### src/rtl/sertx_pkg.sv
package sertx_pkg;

  // Shift stage phase
  typedef enum logic [2:0] {
    PH_IDLE,
    PH_START,
    PH_DATA,
    PH_PAR,
    PH_STOP
  } phase_e;

endpackage

### src/rtl/sertx_parity.sv
module sertx_parity #(
  parameter int DATA_W = 8,
  parameter int MIN_W  = 5
) (
  input  logic [DATA_W-1:0] data,
  input  logic [1:0]        wsel,
  input  logic              stick,
  input  logic              even,
  output logic              par_bit
);
  localparam int CW = $clog2(DATA_W + 1);

  logic [CW-1:0]     nbits;
  logic [DATA_W-1:0] keep;

  assign nbits = CW'(MIN_W) + CW'(wsel);

  // Mask off the bits above the selected word length
  for (genvar i = 0; i < DATA_W; i++) begin : g_mask
    assign keep[i] = (CW'(i) < nbits);
  end

  // Fixed level, or a bit that makes the total count of ones odd or even
  assign par_bit = stick ? ~even : ((^(data & keep)) ^ ~even);

endmodule

### src/rtl/sertx_hold.sv
module sertx_hold #(
  parameter int DATA_W = 8
) (
  input  logic              clk,
  input  logic              rst_n,
  input  logic              in_valid,
  input  logic [DATA_W-1:0] in_data,
  input  logic              take,
  output logic              in_ready,
  output logic              hold_full,
  output logic [DATA_W-1:0] hold_data
);
  logic              full_q;
  logic [DATA_W-1:0] data_q;

  always_ff @(posedge clk or negedge rst_n) begin
    if (!rst_n) begin
      full_q <= 1'b0;
      data_q <= '0;
    end else if (in_valid && !full_q) begin
      full_q <= 1'b1;
      data_q <= in_data;
    end else if (take) begin
      full_q <= 1'b0;
    end
  end

  assign in_ready  = !full_q;
  assign hold_full = full_q;
  assign hold_data = data_q;

endmodule

### src/rtl/sertx_shifter.sv
module sertx_shifter
  import sertx_pkg::*;
#(
  parameter int DATA_W = 8,
  parameter int MIN_W  = 5,
  parameter int OS     = 16
) (
  input  logic              clk,
  input  logic              rst_n,
  input  logic              baud_tick,
  input  logic [5:0]        fmt_in,
  input  logic              hold_full,
  input  logic [DATA_W-1:0] hold_data,
  output logic              take,
  output logic              line_bit,
  output logic              idle
);
  localparam int TW = $clog2(2 * OS);
  localparam int CW = $clog2(DATA_W + 1);
  localparam logic [TW-1:0] LAST_1   = TW'(OS - 1);
  localparam logic [TW-1:0] LAST_1H  = TW'(OS + OS / 2 - 1);
  localparam logic [TW-1:0] LAST_2   = TW'(2 * OS - 1);

  phase_e            ph;
  logic [TW-1:0]     tcnt;
  logic [CW-1:0]     bidx;
  logic [DATA_W-1:0] sh;
  logic [1:0]        wsel_q;
  logic              long_q;
  logic              pen_q;
  logic              par_q;

  logic              par_new;
  logic [CW-1:0]     nbits_q;
  logic [TW-1:0]     stop_last;
  logic [TW-1:0]     ph_last;
  logic              bit_end;

  sertx_parity #(.DATA_W(DATA_W), .MIN_W(MIN_W)) u_par (
    .data   (hold_data),
    .wsel   (fmt_in[1:0]),
    .stick  (fmt_in[5]),
    .even   (fmt_in[4]),
    .par_bit(par_new)
  );

  assign nbits_q   = CW'(MIN_W) + CW'(wsel_q);
  assign stop_last = !long_q ? LAST_1 : ((wsel_q == 2'd0) ? LAST_1H : LAST_2);
  assign ph_last   = (ph == PH_STOP) ? stop_last : LAST_1;
  assign bit_end   = baud_tick && (ph != PH_IDLE) && (tcnt == ph_last);
  assign take      = hold_full && ((ph == PH_IDLE) || ((ph == PH_STOP) && bit_end));
  assign idle      = (ph == PH_IDLE);

  always_ff @(posedge clk or negedge rst_n) begin
    if (!rst_n) begin
      ph     <= PH_IDLE;
      tcnt   <= '0;
      bidx   <= '0;
      sh     <= '0;
      wsel_q <= 2'd0;
      long_q <= 1'b0;
      pen_q  <= 1'b0;
      par_q  <= 1'b0;
    end else if (take) begin
      ph     <= PH_START;
      tcnt   <= '0;
      bidx   <= '0;
      sh     <= hold_data;
      wsel_q <= fmt_in[1:0];
      long_q <= fmt_in[2];
      pen_q  <= fmt_in[3];
      par_q  <= par_new;
    end else if (baud_tick && (ph != PH_IDLE)) begin
      if (tcnt == ph_last) begin
        tcnt <= '0;
        case (ph)
          PH_START: begin
            ph   <= PH_DATA;
            bidx <= '0;
          end
          PH_DATA: begin
            sh <= sh >> 1;
            if (bidx == nbits_q - CW'(1)) ph <= pen_q ? PH_PAR : PH_STOP;
            else                          bidx <= bidx + CW'(1);
          end
          PH_PAR:  ph <= PH_STOP;
          default: ph <= PH_IDLE;
        endcase
      end else begin
        tcnt <= tcnt + TW'(1);
      end
    end
  end

  always_comb begin
    case (ph)
      PH_START: line_bit = 1'b0;
      PH_DATA:  line_bit = sh[0];
      PH_PAR:   line_bit = par_q;
      default:  line_bit = 1'b1;
    endcase
  end

endmodule

### src/rtl/framed_serial_tx.sv
module framed_serial_tx #(
  parameter int DATA_W = 8,
  parameter int MIN_W  = 5,
  parameter int OS     = 16
) (
  input  logic              clk,
  input  logic              rst_n,
  input  logic              baud_tick,
  input  logic [6:0]        line_cfg,
  input  logic              in_valid,
  output logic              in_ready,
  input  logic [DATA_W-1:0] in_data,
  output logic              txd,
  output logic              tx_empty
);
  logic              take;
  logic              hold_full;
  logic [DATA_W-1:0] hold_data;
  logic              line_bit;
  logic              sh_idle;

  sertx_hold #(.DATA_W(DATA_W)) u_hold (
    .clk      (clk),
    .rst_n    (rst_n),
    .in_valid (in_valid),
    .in_data  (in_data),
    .take     (take),
    .in_ready (in_ready),
    .hold_full(hold_full),
    .hold_data(hold_data)
  );

  sertx_shifter #(.DATA_W(DATA_W), .MIN_W(MIN_W), .OS(OS)) u_shift (
    .clk      (clk),
    .rst_n    (rst_n),
    .baud_tick(baud_tick),
    .fmt_in   (line_cfg[5:0]),
    .hold_full(hold_full),
    .hold_data(hold_data),
    .take     (take),
    .line_bit (line_bit),
    .idle     (sh_idle)
  );

  // Break overrides the line; the frame keeps running underneath
  assign txd      = line_bit & ~line_cfg[6];
  assign tx_empty = sh_idle & ~hold_full;

endmodule

### config.mk
export PLATFORM = sky130hd
export DESIGN_NAME = framed_serial_tx
export DESIGN_NICKNAME = d
export VERILOG_FILES = /design/src/rtl/sertx_pkg.sv /design/src/rtl/sertx_parity.sv /design/src/rtl/sertx_hold.sv /design/src/rtl/sertx_shifter.sv /design/src/rtl/framed_serial_tx.sv
export SDC_FILE = /design/constraint.sdc
export NUM_CORES = 1
export LEC_CHECK = 0
export CORE_MARGIN = 2
export CORE_UTILIZATION = 45
export DETAILED_ROUTE_END_ITERATION = 10
export PLACE_DENSITY_LB_ADDON = 0.08
export SETUP_SLACK_MARGIN = 0.1
export SYNTH_ARGS = -nofsm -noshare
export SYNTH_HDL_FRONTEND = slang
export SYNTH_SLANG_ARGS = --single-unit
### constraint.sdc
create_clock -name clk -period 5.9 [get_ports clk]
set_input_delay 0.59 -clock clk [delete_from_list [all_inputs] [get_ports clk]]
set_output_delay 0.59 -clock clk [all_outputs]
set_load 0.05 [all_outputs]
==> results.json <==
{
  "cts_buffers": 5,
  "avgSynthCellArea_sq_um": 10.54,
  "worstMarginPinSlew_ns": 0.9499,
  "port_buffers": 21,
  "cts_tree": "yes",
  "synthTopCellsByCount": "dfrtp_1 (34), nor2_1 (26), mux2_2 (13), a21oi_1 (11), nand2_1 (10)",
  "grt_use_met2_pct": 28.52,
  "via_per_inst": 5.403,
  "hold_viol": 0,
  "required_ns": 5.31,
  "globalRouteTotalUtil_pct": 17.52,
  "period_share_pct": 47.19,
  "r2r_setup_slack_ns": 3.23,
  "slew_headroom_pct": 36.67,
  "drtAntennaViolNets": 0,
  "holdPathStages": 1,
  "ys_async_sr_fraction_pct": 100.0,
  "clock_latency_ns": 0.28,
  "start_util_pct": 46.69,
  "final_nets": 219,
  "syn_nets": 197,
  "synth-edff-count": 0,
  "grt.overflow.total": 0,
  "clock_sinks": 34,
  "vias": 1340,
  "hold_buffers": 0,
  "synth.most_common_cell": "dfrtp_1",
  "synth_cell_types": 44,
  "synth_seq_area_share_pct": 45.88,
  "top_usage_layer": "met2",
  "rows": 23,
  "synth_top_area_share_pct": 45.88,
  "yosysWarnings": 0,
  "clk_pin_slew_ns": 0.07,
  "rsz0062_at_grt": "no",
  "crit_path_max_fanout": 12,
  "wirelength_mm": 3.458,
  "grt_max_degree": 35,
  "reg2reg_depth": 6,
  "crit_arrival_ns": 2.19,
  "fmax_ghz": 0.3592,
  "drtPass1Iterations": 4,
  "post_drt_wl_per_cell_um": 13.94,
  "vdd_drop_max_uv": 300.6,
  "clock_path_buffers": 2,
  "grtUsageMet3_pct": 5.099,
  "route.detailed.drc": 0,
  "power_w": 0.0009626,
  "syn_inst": 176,
  "synth-seq-cells": 34,
  "root_buffer": "clkbuf_8",
  "io_pins": 22,
  "pwr_density_cell_nw_per_um2": 445.5,
  "setup_viol": 0,
  "grt_pass1_wl_mm": 6.009,
  "grt_pass1_vias": 1319,
  "p_leak_nw": 0.9174,
  "yosysTopAreaCell": "dfrtp_1",
  "status": "finished, final reports clean",
  "tns_ns": 0,
  "antenna_found_initial": 0,
  "htreeDepth": 2,
  "crit_type": "reg -> out",
  "grt_util_met1_pct": 21.65,
  "die_y_um": 68.19,
  "n_antenna_cell": 0,
  "die_w_um": 68.19,
  "cts_setup_buffers": 0,
  "drive_gt1_share_pct": 14.14,
  "core-area_sq_um": 3971,
  "drtIter0Drc": 87,
  "fillers": 369,
  "maxCapViolCount": 0,
  "cp-end-kind": "output pin",
  "dieArea_sq_um": 4650,
  "syn_area_sq_um": 1854,
  "finalClockSkew_ns": 0.005174,
  "cts-resized-gates": 0,
  "yosys_most_used_dff": "dfrtp_1",
  "gp_congestion": 0.8760,
  "min_path_type": "reg -> reg",
  "final_max_slew_viol_count": 0,
  "hpwlAfterDp_mm": 2.523,
  "area_growth_pct": 16.53,
  "crit_path_start_kind": "register",
  "synth_area_leaders": "dfrtp_1 (46%), mux2_2 (7.9%), nor2_1 (5.3%), mux2i_1 (4.9%), a21oi_1 (3.0%)",
  "min_period_ns": 2.784
}
## worst max-delay path: stages, from the launching register on
cell             delay (ns)
dfrtp_1                0.52
or3_1                  0.48
nor2_1                 0.10
clkdlybuf4s50_1        0.81
## area by class of cell
cell class	instances	area, sq um	share of cell area, %
well taps	50	62.56	2.895
clock buffers	5	68.82	3.185
repair buffers	22	217.7	10.08
inverters	6	22.52	1.042
clock inverters	2	10.01	0.4632
multi-input cells	129	928.4	42.96
flip-flops and latches	34	850.8	39.37
## logic make-up (layout without fill, tap and decap cells)
logic type	count (synthesis)	after routing	synth area share, %
buf+inv	13	35	4.048
xor+xnor	9	9	4.993
simple gates	60	60	16.94
mux	23	23	13.50
fa+ha+maj	2	2	1.349
compound gates	35	35	13.29
flops	34	34	45.88
## cells in the final DEF, fill, tap and decap left out, drive strengths merged, types with 2 or more instances in the layout
cell            n
mux2i          10
nand4           5
mux2           13
clkbuf          5
clkinv          2
nand2b          4
o21ai           6
a21oi          12
nand2          10
a31oi           2
clkdlybuf4s50  21
dfrtp          34
o211ai          5
nor3            3
nor2           26
ha              2
xor2            4
nand4b          2
a21o            3
xnor2           4
inv             6
## registers in the layout, summed over array words and instances (netlist names)
signal / cells
u_shift.par_q: 1
u_shift.sh: 8
u_shift.pen_q: 1
u_hold.hold_data: 8
u_shift.wsel_q: 2
u_shift.bidx: 4
u_hold.hold_full: 1
u_shift.tcnt: 5
u_shift.ph: 3
u_shift.long_q: 1
## layer usage
layer	part of all wire, %	wire, um
met5	0	0
met4	2.0	70
met2	50	1722
met3	3.5	120
met1	45	1546
## metrics by stage
stage	hold slack (ns)	worst slack [ns]	area [sq um]	util, %	std cells
6_report	0.5106	3.116	2161	54.41	248
3_3_place_gp	0.4951	3.237	2082	52.43	241
3_5_place_dp	0.4956	3.178	2082	52.43	241
2_1_floorplan	0.2944	3.633	1854	-	176
4_1_cts	0.5088	3.110	2161	54.41	248
5_1_grt	0.5505	2.794	2161	54.41	248
## worst paths after layout
kind | from | end
worst min register to register | u_shift.bidx[3] | u_shift.bidx[3]
min in group asynchronous | rst_n | u_shift.tcnt[1]
worst min-delay path | u_shift.bidx[3] | u_shift.bidx[3]
worst max-delay path | u_shift.ph[2] | tx_empty
worst max register to register | u_shift.ph[2] | u_shift.sh[5]
max in group asynchronous | rst_n | u_shift.sh[2]
## report_power, final
part / switching (W) / internal, W / total (W)
Sequential: 0.000104 / 0.000330 / 0.000434
Combinational: 0.000171 / 0.000197 / 0.000368
Clock: 0.0000808 / 0.0000791 / 0.000160
Total: 0.000356 / 0.000606 / 0.000963
Note: power is estimated with default switching activity, not from simulation.
